**config.mk**
```make
export PLATFORM = sky130hd
export DESIGN_NAME = dac_softrst_seq
export DESIGN_NICKNAME = d
export VERILOG_FILES = /design/src/rtl/dac_softrst_pkg.sv /design/src/rtl/frame_tick.sv /design/src/rtl/rst_seq_fsm.sv /design/src/rtl/zdet_flag.sv /design/src/rtl/dac_softrst_seq.sv
export SDC_FILE = /design/constraint.sdc
export NUM_CORES = 1
export LEC_CHECK = 0
export BUFFER_PORTS_ARGS = -buffer_cell sky130_fd_sc_hd__buf_4
export CAP_MARGIN = 30
export CORE_MARGIN = 3
export CORE_UTILIZATION = 45
export CTS_CLUSTER_DIAMETER = 50
export DETAILED_ROUTE_END_ITERATION = 7
export PLACE_DENSITY = 0.69
export SLEW_MARGIN = 20
export SYNTH_ARGS = -nofsm -noshare
export SYNTH_HDL_FRONTEND = slang
export SYNTH_SLANG_ARGS = --single-unit
```
**constraint.sdc**
```tcl
create_clock -name clk -period 1.53 [get_ports clk]
set_clock_uncertainty 0.05 [all_clocks]
set_input_delay 0.3825 -clock clk [delete_from_list [all_inputs] [get_ports clk]]
set_output_delay 0.3825 -clock clk [all_outputs]
set_load 0.02 [all_outputs]
```
**src/rtl/dac_softrst_pkg.sv**
```systemverilog
// Shared types for the DAC soft-reset sequencer.
package dac_softrst_pkg;

    // Sequencer phases
    typedef enum logic [1:0] {
        SEQ_RUN   = 2'd0,  // normal operation
        SEQ_ENTER = 2'd1,  // counting toward internal reset
        SEQ_HELD  = 2'd2,  // internal reset active
        SEQ_LEAVE = 2'd3   // counting toward release
    } seq_state_t;

endpackage

```
**src/rtl/frame_tick.sv**
```systemverilog
// Brings the asynchronous frame clock into the master clock domain and
// emits a one-cycle tick per rising edge.
// Assumes: lrck stays high and low for several clk periods each.
module frame_tick #(
    parameter int SYNC_STAGES = 2
) (
    input  logic clk,
    input  logic rst_n,
    input  logic lrck,
    output logic tick
);
    logic [SYNC_STAGES:0] sh;

    // synchronizer chain plus one delayed copy for edge detection
    always_ff @(posedge clk) begin
        if (!rst_n) sh <= '0;
        else        sh <= {sh[SYNC_STAGES-1:0], lrck};
    end

    // rising edge of the synchronized frame clock
    assign tick = sh[SYNC_STAGES-1] & ~sh[SYNC_STAGES];

    p_tick_single_r9: assert property (@(posedge clk) disable iff (!rst_n)
        tick |=> !tick)
        else $error("tick lasted more than one cycle");

endmodule

```
**src/rtl/rst_seq_fsm.sv**
```systemverilog
// Frame-counted sequencer for the internal reset and zero-data override.
// Assumes: tick is a single-cycle pulse, ctl_run is synchronous to clk.
module rst_seq_fsm
    import dac_softrst_pkg::*;
#(
    parameter int ASSERT_TICKS  = 4,
    parameter int RELEASE_TICKS = 3
) (
    input  logic clk,
    input  logic rst_n,
    input  logic ctl_run,
    input  logic tick,
    output logic int_rst_n,
    output logic zero_force
);
    localparam int MAXT = (ASSERT_TICKS > RELEASE_TICKS) ? ASSERT_TICKS : RELEASE_TICKS;
    localparam int CW   = $clog2(MAXT + 1);
    localparam logic [CW-1:0] A_LAST = CW'(ASSERT_TICKS - 1);
    localparam logic [CW-1:0] R_LAST = CW'(RELEASE_TICKS - 1);

    seq_state_t    state;
    logic [CW-1:0] cnt;
    logic          irst_q;

    // phase, frame counter and internal reset register
    always_ff @(posedge clk) begin
        if (!rst_n) begin
            state  <= SEQ_HELD;
            cnt    <= '0;
            irst_q <= 1'b0;
        end else begin
            unique case (state)
                SEQ_RUN: begin
                    if (!ctl_run) begin
                        state <= SEQ_ENTER;
                        cnt   <= '0;
                    end
                end
                SEQ_ENTER: begin
                    if (ctl_run) begin
                        state <= SEQ_LEAVE;
                        cnt   <= '0;
                    end else if (tick) begin
                        if (cnt == A_LAST) begin
                            state  <= SEQ_HELD;
                            cnt    <= '0;
                            irst_q <= 1'b0;
                        end else begin
                            cnt <= cnt + 1'b1;
                        end
                    end
                end
                SEQ_HELD: begin
                    if (ctl_run) begin
                        state <= SEQ_LEAVE;
                        cnt   <= '0;
                    end
                end
                SEQ_LEAVE: begin
                    if (!ctl_run) begin
                        state <= SEQ_ENTER;
                        cnt   <= '0;
                    end else if (tick) begin
                        if (cnt == R_LAST) begin
                            state  <= SEQ_RUN;
                            cnt    <= '0;
                            irst_q <= 1'b1;
                        end else begin
                            cnt <= cnt + 1'b1;
                        end
                    end
                end
                default: state <= SEQ_HELD;
            endcase
        end
    end

    assign int_rst_n  = irst_q;
    assign zero_force = (state != SEQ_RUN);

    p_force_in_reset_r6: assert property (@(posedge clk) disable iff (!rst_n)
        !int_rst_n |-> zero_force)
        else $error("zero override dropped while in reset");

    p_no_move_without_tick_r8: assert property (@(posedge clk) disable iff (!rst_n)
        !tick |=> $stable(int_rst_n))
        else $error("internal reset moved without a frame tick");

    p_release_needs_run_r4: assert property (@(posedge clk) disable iff (!rst_n)
        $rose(int_rst_n) |-> $past(ctl_run))
        else $error("internal reset released while control bit low");

    p_assert_needs_stop_r3: assert property (@(posedge clk) disable iff (!rst_n)
        $fell(int_rst_n) |-> !$past(ctl_run))
        else $error("internal reset asserted while control bit high");

    p_cnt_bound_r7: assert property (@(posedge clk) disable iff (!rst_n)
        cnt < CW'(MAXT))
        else $error("frame counter out of range");

endmodule

```
**src/rtl/zdet_flag.sv**
```systemverilog
// Zero-detect flag: set while the control bit is low, cleared a fixed
// number of frame ticks after it returns high.
// Assumes: tick is a single-cycle pulse.
module zdet_flag #(
    parameter int FLAG_TICKS = 2
) (
    input  logic clk,
    input  logic rst_n,
    input  logic ctl_run,
    input  logic tick,
    output logic zdet
);
    localparam int FW = $clog2(FLAG_TICKS + 1);
    localparam logic [FW-1:0] F_LAST = FW'(FLAG_TICKS - 1);

    logic          flag_q;
    logic [FW-1:0] fcnt;

    // flag register and its release counter
    always_ff @(posedge clk) begin
        if (!rst_n) begin
            flag_q <= 1'b1;
            fcnt   <= '0;
        end else if (!ctl_run) begin
            flag_q <= 1'b1;
            fcnt   <= '0;
        end else if (flag_q && tick) begin
            if (fcnt == F_LAST) begin
                flag_q <= 1'b0;
                fcnt   <= '0;
            end else begin
                fcnt <= fcnt + 1'b1;
            end
        end
    end

    assign zdet = flag_q;

    p_flag_rise_r2: assert property (@(posedge clk) disable iff (!rst_n)
        !ctl_run |=> zdet)
        else $error("flag not set after control bit low");

    p_flag_fall_tick_r5: assert property (@(posedge clk) disable iff (!rst_n)
        $fell(zdet) |-> ($past(tick) && $past(ctl_run)))
        else $error("flag cleared without a tick");

endmodule

```
**src/rtl/dac_softrst_seq.sv**
```systemverilog
// Top of the DAC soft-reset sequencer: frame tick extraction, reset
// sequencing and zero-detect flag.
// Assumes: ctl_run comes from a register in the clk domain; lrck is async.
module dac_softrst_seq #(
    parameter int SYNC_STAGES   = 2,
    parameter int ASSERT_TICKS  = 4,
    parameter int RELEASE_TICKS = 3,
    parameter int FLAG_TICKS    = 2
) (
    input  logic clk,
    input  logic rst_n,
    input  logic ctl_run,
    input  logic lrck,
    output logic int_rst_n,
    output logic zero_force,
    output logic zdet
);
    logic tick;

    frame_tick #(.SYNC_STAGES(SYNC_STAGES)) u_tick (
        .clk   (clk),
        .rst_n (rst_n),
        .lrck  (lrck),
        .tick  (tick)
    );

    rst_seq_fsm #(.ASSERT_TICKS(ASSERT_TICKS), .RELEASE_TICKS(RELEASE_TICKS)) u_fsm (
        .clk        (clk),
        .rst_n      (rst_n),
        .ctl_run    (ctl_run),
        .tick       (tick),
        .int_rst_n  (int_rst_n),
        .zero_force (zero_force)
    );

    zdet_flag #(.FLAG_TICKS(FLAG_TICKS)) u_flag (
        .clk     (clk),
        .rst_n   (rst_n),
        .ctl_run (ctl_run),
        .tick    (tick),
        .zdet    (zdet)
    );

endmodule

```
==> flow_metrics.tcl, run 1 <==
set metrics [dict create \
    setup_ws_ps -36.7 \
    cts.sinks 12 \
    final_core_util_pct 72.4 \
    setup_violations 2 \
    grt-ovfl-total 0 \
    die_height_um 45.6 \
    final-max-slew-violation-count 0 \
    cts-root-buf "clkbuf_4" \
    grt_pass1_wl_um 2920 \
    grt_pass1_vias 612 \
    cp-end-kind "output pin" \
    insertion_delay_ps 270 \
    max-slew-margin-rel_pct 77.8 \
    drt_iter0_markers 14 \
    run_status "complete, but fails checks" \
    grt_setup_unrepaired "yes" \
    die_x_um 45.6 \
    fin_area_mm2 0.00100 \
    dp_hpwl_um 1230 \
    start_util_pct 51.0 \
    rows 13 \
    vias_per_cell 5.47 \
    grt_usage_pct 20.0 \
    crit_slowest_cell "dfxtp_2" \
    fmax_mhz 638 \
    vias 645 \
    total_power_mw 1.51 \
    timing.setup.critical_path_class "flip-flop to output pin" \
    routabilityCongestion 0.798 \
    route.detailed.drc 0 \
    violations "negative setup slack" \
    cts-hold-fix-buffers 0 \
    io_pins 7 \
    syn_area_um2 706 \
    nNetsFinal 119 \
    ant_nets 0 \
    avgSynthCellArea_um2 9.05 \
    path_cells "inv_2 -> ha_4 -> buf_4 -> inv_2 -> buf_6" \
    max-clock-path-buffers 2 \
    whs_ps 288 \
    p_leak_nw 0.424 \
    core-area_mm2 0.00138 \
    period_share_pct 102 \
    period_needed_ps 1570 \
    crit_top_cell "inv_2" \
    htree_levels 1 \
    fillCellCount 105 \
    antenna_found_initial 0 \
    worstSetupStartpointType "flip-flop" \
    wire_per_inst_um 15.0 \
    synth_seq_cells 12 \
    routed_wl_um 1770 \
    cts_tree "done" \
    hold_viol 0 \
    num_antenna_cells 0 \
    first_pass_iters 4 \
    maxCapViolCount 0 \
    holdCritPathClass "input pin to flip-flop" \
    numPortBuffers 6 \
    tightest_slew_ps 332 \
    grt_max_degree 8 \
    required_ps 1100 \
    ys_types 28 \
    cp.arrival_ps 1130 \
    slowest_delay_ps 350 \
    dpl_cell_area_um2 883 \
    drive_above_1_share_pct 47.6 \
    die_area_mm2 0.00208 \
    yosysSeqAreaShare_pct 34.0 \
    powerDensity_mw_per_mm2 1510 \
    synthCells 78 \
    cp_max_fo 3 \
    clkSlewWorstSetupHoldPaths_ps 70 \
    ir_drop_uv 921 \
    cts_buffers 3 \
    synth_nets 92 \
    syn2layout_area_growth_pct 41.8 \
    synth_warnings 0 \
]
power breakdown:
group	internal (mW)	switching, mW
sequential	0.373	0.0538
clock	0.0909	0.0960
combinational	0.455	0.442
total	0.919	0.592
kinds of logic (layout without fill, tap and decap cells):
group,after synthesis,after routing,synth area share (%)
AND/OR/NAND/NOR,23,23,17.7
AO/OA/AOI/OAI,19,19,19.9
flip-flops,12,12,34.0
buffers and inverters,11,36,6.38
adder cells (fa/ha/maj),10,10,17.7
multiplexers,2,2,3.01
XOR/XNOR,1,1,1.24
critical path: cells and delay by family, from the launching register on:
kind	cells	cell delay (ps)
flops	1	350
fa+ha+maj	1	160
buf+inv	4	360
routing by layer:
layer | GRT usage (%) | part of all wire, % | vias to the layer above
met5 | 0 | 0 | -
met4 | 5.26 | 0.62 | 0
met3 | 5.93 | 5.9 | 2
met2 | 34.8 | 51 | 20
met1 | 23.3 | 42 | 292
li1 | - | - | 331
synthesized netlist by cell type:
library cell	instances	area, µm²
a2111oi_0	1	8.76
a21o_1	1	7.51
nor2_1	3	11.3
nor4_1	2	12.5
a211oi_1	3	22.5
nor2b_1	2	12.5
mux2i_1	1	10.0
and2_1	3	18.8
ha_1	10	125
mux2_1	1	11.3
nor3_1	4	20.0
dfxtp_1	12	240
a221oi_2	1	15.0
xor2_1	1	8.76
o21ai_0	1	5.00
inv_2	1	3.75
o211ai_1	1	7.51
nand2b_4	1	13.8
a311oi_1	1	8.76
a211o_1	2	17.5
nand3_1	3	15.0
a21oi_1	2	10.0
buf_4	1	7.51
nand2b_1	1	6.26
a31oi_1	4	25.0
o22ai_1	2	12.5
nand2_1	4	15.0
inv_1	9	33.8
per-stage QoR:
stage               setup slack, ps  cells  TNS, ps
global placement              -48.1    113     -138
finish                        -36.7    118    -41.2
detailed placement            -60.5    113     -192
floorplan                     -10.4     78    -10.4
CTS                           -23.4    118    -44.3
global route                   -127    118     -502
registers in the layout, indices dropped and copies added, names as in the netlist:
| register | count |
|---|---|
| u_flag.fcnt | 2 |
| u_flag.zdet | 1 |
| u_fsm.cnt | 3 |
| u_fsm.int_rst_n | 1 |
| u_fsm.state | 2 |
| u_tick.sh | 3 |
final cells by class:
cell class / count / area (µm²) / area share (%)
Clock buffer: 3 / 22.5 / 2.25
Timing Repair Buffer: 23 / 176 / 17.6
Inverter: 10 / 37.5 / 3.75
Tap cell: 15 / 18.8 / 1.88
Multi-Input combinational cell: 55 / 499 / 49.9
Sequential cell: 12 / 246 / 24.6
layout by cell type (no fill, tap or decap):
master / n
buf_6: 1
a211o_1: 2
nor2_1: 3
a21o_1: 1
a21oi_1: 1
o21ai_0: 1
nand2_1: 4
nor4_2: 1
nand2b_4: 2
buf_4: 22
a2111oi_2: 1
inv_1: 6
o211ai_1: 1
a221oi_2: 1
nand3_1: 3
o22ai_1: 1
a211oi_1: 2
dfxtp_2: 5
ha_4: 2
nor2b_1: 1
nor2b_4: 1
a31oi_1: 4
mux2i_1: 1
a211oi_2: 1
nor3_1: 4
nor4_1: 1
dfxtp_1: 7
ha_1: 6
ha_2: 2
inv_2: 4
and2_1: 3
o22ai_2: 1
a311oi_2: 1
mux2_1: 1
xor2_1: 1
clkbuf_4: 3
a21oi_2: 1
timing repair:
item / in CTS / in global routing
setup endpoints to repair: 6 / 6
hold endpoints to repair: 0 / 0
pin swaps: 1 / 2
setup buffers: 2 / 0
gates resized for setup: 11 / 11
final timing paths:
path / slack (ps) / cells past startpoint / to / start
min reg2reg: 390 / 1 / u_tick.sh[1] / u_tick.sh[0]
max: -40 / 5 / zero_force / u_fsm.state[1]
min: 290 / 2 / u_tick.sh[0] / lrck
max reg2reg: 0 / 7 / u_fsm.state[0] / u_fsm.cnt[0]
Power figures use the tool's default switching activity.
==> inputs of run 2 (changes only) <==
CORE_MARGIN = 2   (was 3)
clock period = 1.3 ns   (was 1.53 ns; I/O delays follow)
==> run 2 against run 1 <==
  * The run still ends with negative setup slack left
  * Sequential share of layout area decreased by 2.2 points
  * Critical path depth stayed put
  * First-iteration DRC count decreased by 64%
  * Via count up 4.5%
  * Die area is 8.6% lower
  * Final area grew 11%
  * Register-to-register slack worse by 220 ps
  * Highest routed layer unchanged
==> flow_metrics.tcl, run 2 (synthesis results as in run 1) <==
set metrics [dict create \
    syn2layout_area_growth_pct 58.0 \
    drt_iter0_markers 5 \
    fmax_mhz 658 \
    period_share_pct 117 \
    fin_area_mm2 0.00111 \
    core-area_mm2 0.00149 \
    reg_top3 "u_fsm.cnt (3), u_tick.sh (3)" \
    antenna_found_initial 0 \
    io_pins 7 \
    p_clk_share_pct 15.4 \
    dp_hpwl_um 1260 \
    numPortBuffers 6 \
    start_util_pct 47.4 \
    run_status "complete, but fails checks" \
    tightest_slew_ps 302 \
    cts-hold-fix-buffers 0 \
    die_area_mm2 0.00190 \
    cts-root-buf "clkbuf_4" \
    cts.sinks 12 \
    grt_pass1_vias 702 \
    routed_wl_um 1690 \
    htree_levels 1 \
    hold_viol 0 \
    ant_nets 0 \
    final_cell_mix "buf_4, dfxtp_1, inv_1" \
    grt_pass1_wl_um 2900 \
    holdCritPathClass "input pin to flip-flop" \
    p_leak_nw 0.436 \
    ir_drop_uv 1090 \
    grt_usage_pct 21.0 \
    routabilityCongestion 0.810 \
    grt_setup_unrepaired "yes" \
    worstSetupStartpointType "flip-flop" \
    p_switching_mw 0.774 \
    die_x_um 43.6 \
    timing.setup.critical_path_class "flip-flop to flip-flop" \
    total_power_mw 2.01 \
    maxCapViolCount 0 \
    cts_buffers 3 \
    fin_tns_setup_ps -1090 \
    period_needed_ps 1520 \
    comb_power_share_pct 58.2 \
    pwr-share-seq_pct 26.4 \
    die_height_um 43.6 \
    cp_max_fo 5 \
    wire_per_inst_um 13.9 \
    max-slew-margin-rel_pct 79.7 \
    rows 14 \
    insertion_delay_ps 280 \
    required_ps 1440 \
    grt_max_degree 8 \
    drive_above_1_share_pct 56.6 \
    setup_ws_ps -220 \
    p_int_mw 1.23 \
    cts_tree "done" \
    grt-ovfl-total 0 \
    final_common_cell "buf_4" \
    setup_violations 6 \
    max-clock-path-buffers 2 \
    whs_ps 207 \
    clkSlewWorstSetupHoldPaths_ps 80 \
    violations "negative setup slack" \
    cp-end-kind "flip-flop" \
    vias_per_cell 5.52 \
    vias 674 \
    num_antenna_cells 0 \
    route.detailed.drc 0 \
    dpl_cell_area_um2 937 \
    cp.arrival_ps 1660 \
    fillCellCount 100 \
    dp_slack_ps -260 \
    nNetsFinal 121 \
    final-max-slew-violation-count 0 \
    switching_share_pct 38.6 \
    powerDensity_mw_per_mm2 1800 \
    first_pass_iters 4 \
]
[run 2: cell count changes in the layout (fill, tap and decap cells not counted), sizes merged]
cell	previous run	this run
buf	23	25
clkbuf	3	4
[run 2: final cells by class]
cell class                      count  area [µm²]  share of cell area [%]
Tap cell                           16        20.0                    1.80
Multi-Input combinational cell     55         571                    51.2
Inverter                           10        42.5                    3.82
Timing Repair Buffer               25         195                    17.5
Sequential cell                    12         250                    22.4
Clock buffer                        4        36.3                    3.25
[run 2: worst max-delay path, cell delays in order, from the launching register on]
cell and delay, ps:
dfxtp_4 390, inv_4 50, ha_4 170, a211o_1 320, a21o_1 220, a221oi_2 240
[run 2: per-stage QoR]
stage	utilization, %	cells
final	74.9	122
after global routing	74.9	122
after CTS	69.5	122
after detailed placement	62.9	116
after global placement	62.9	116
after floorplan	-	78
[run 2: path summary, 6_finish.rpt]
check,start,to,slack [ps],depth (start not counted)
max,u_fsm.state[1],u_fsm.state[0],-220,5
min,lrck,u_tick.sh[0],210,2
max reg2reg,u_fsm.state[1],u_fsm.state[0],-220,5
min reg2reg,u_flag.fcnt[1],u_flag.fcnt[1],390,2
[run 2: power by group through the flow]
stage / combinational, mW / clock (mW) / sequential, mW
2_1_floorplan: 0.524 / 0 / 0.498
6_report: 1.17 / 0.308 / 0.530
3_5_place_dp: 0.884 / 0 / 0.506
3_3_place_gp: 0.854 / 0 / 0.502
4_1_cts: 1.02 / 0.314 / 0.523
5_1_grt: 1.28 / 0.334 / 0.542
[run 2: repair_timing]
action | in CTS | in global routing
cloned | 0 | 0
setup endpoints to repair | 7 | 8
buffers inserted | 2 | 0
resized for setup | 13 | 15
pin swaps | 7 | 5
[run 2: per-layer routing]
metal | vias to the layer above | global-route usage [%] | wire [µm]
met5 | - | 0 | 0
met2 | 11 | 35.0 | 876
li1 | 341 | - | -
met4 | 0 | 12.1 | 37
met1 | 316 | 22.9 | 715
met3 | 6 | 7.08 | 62
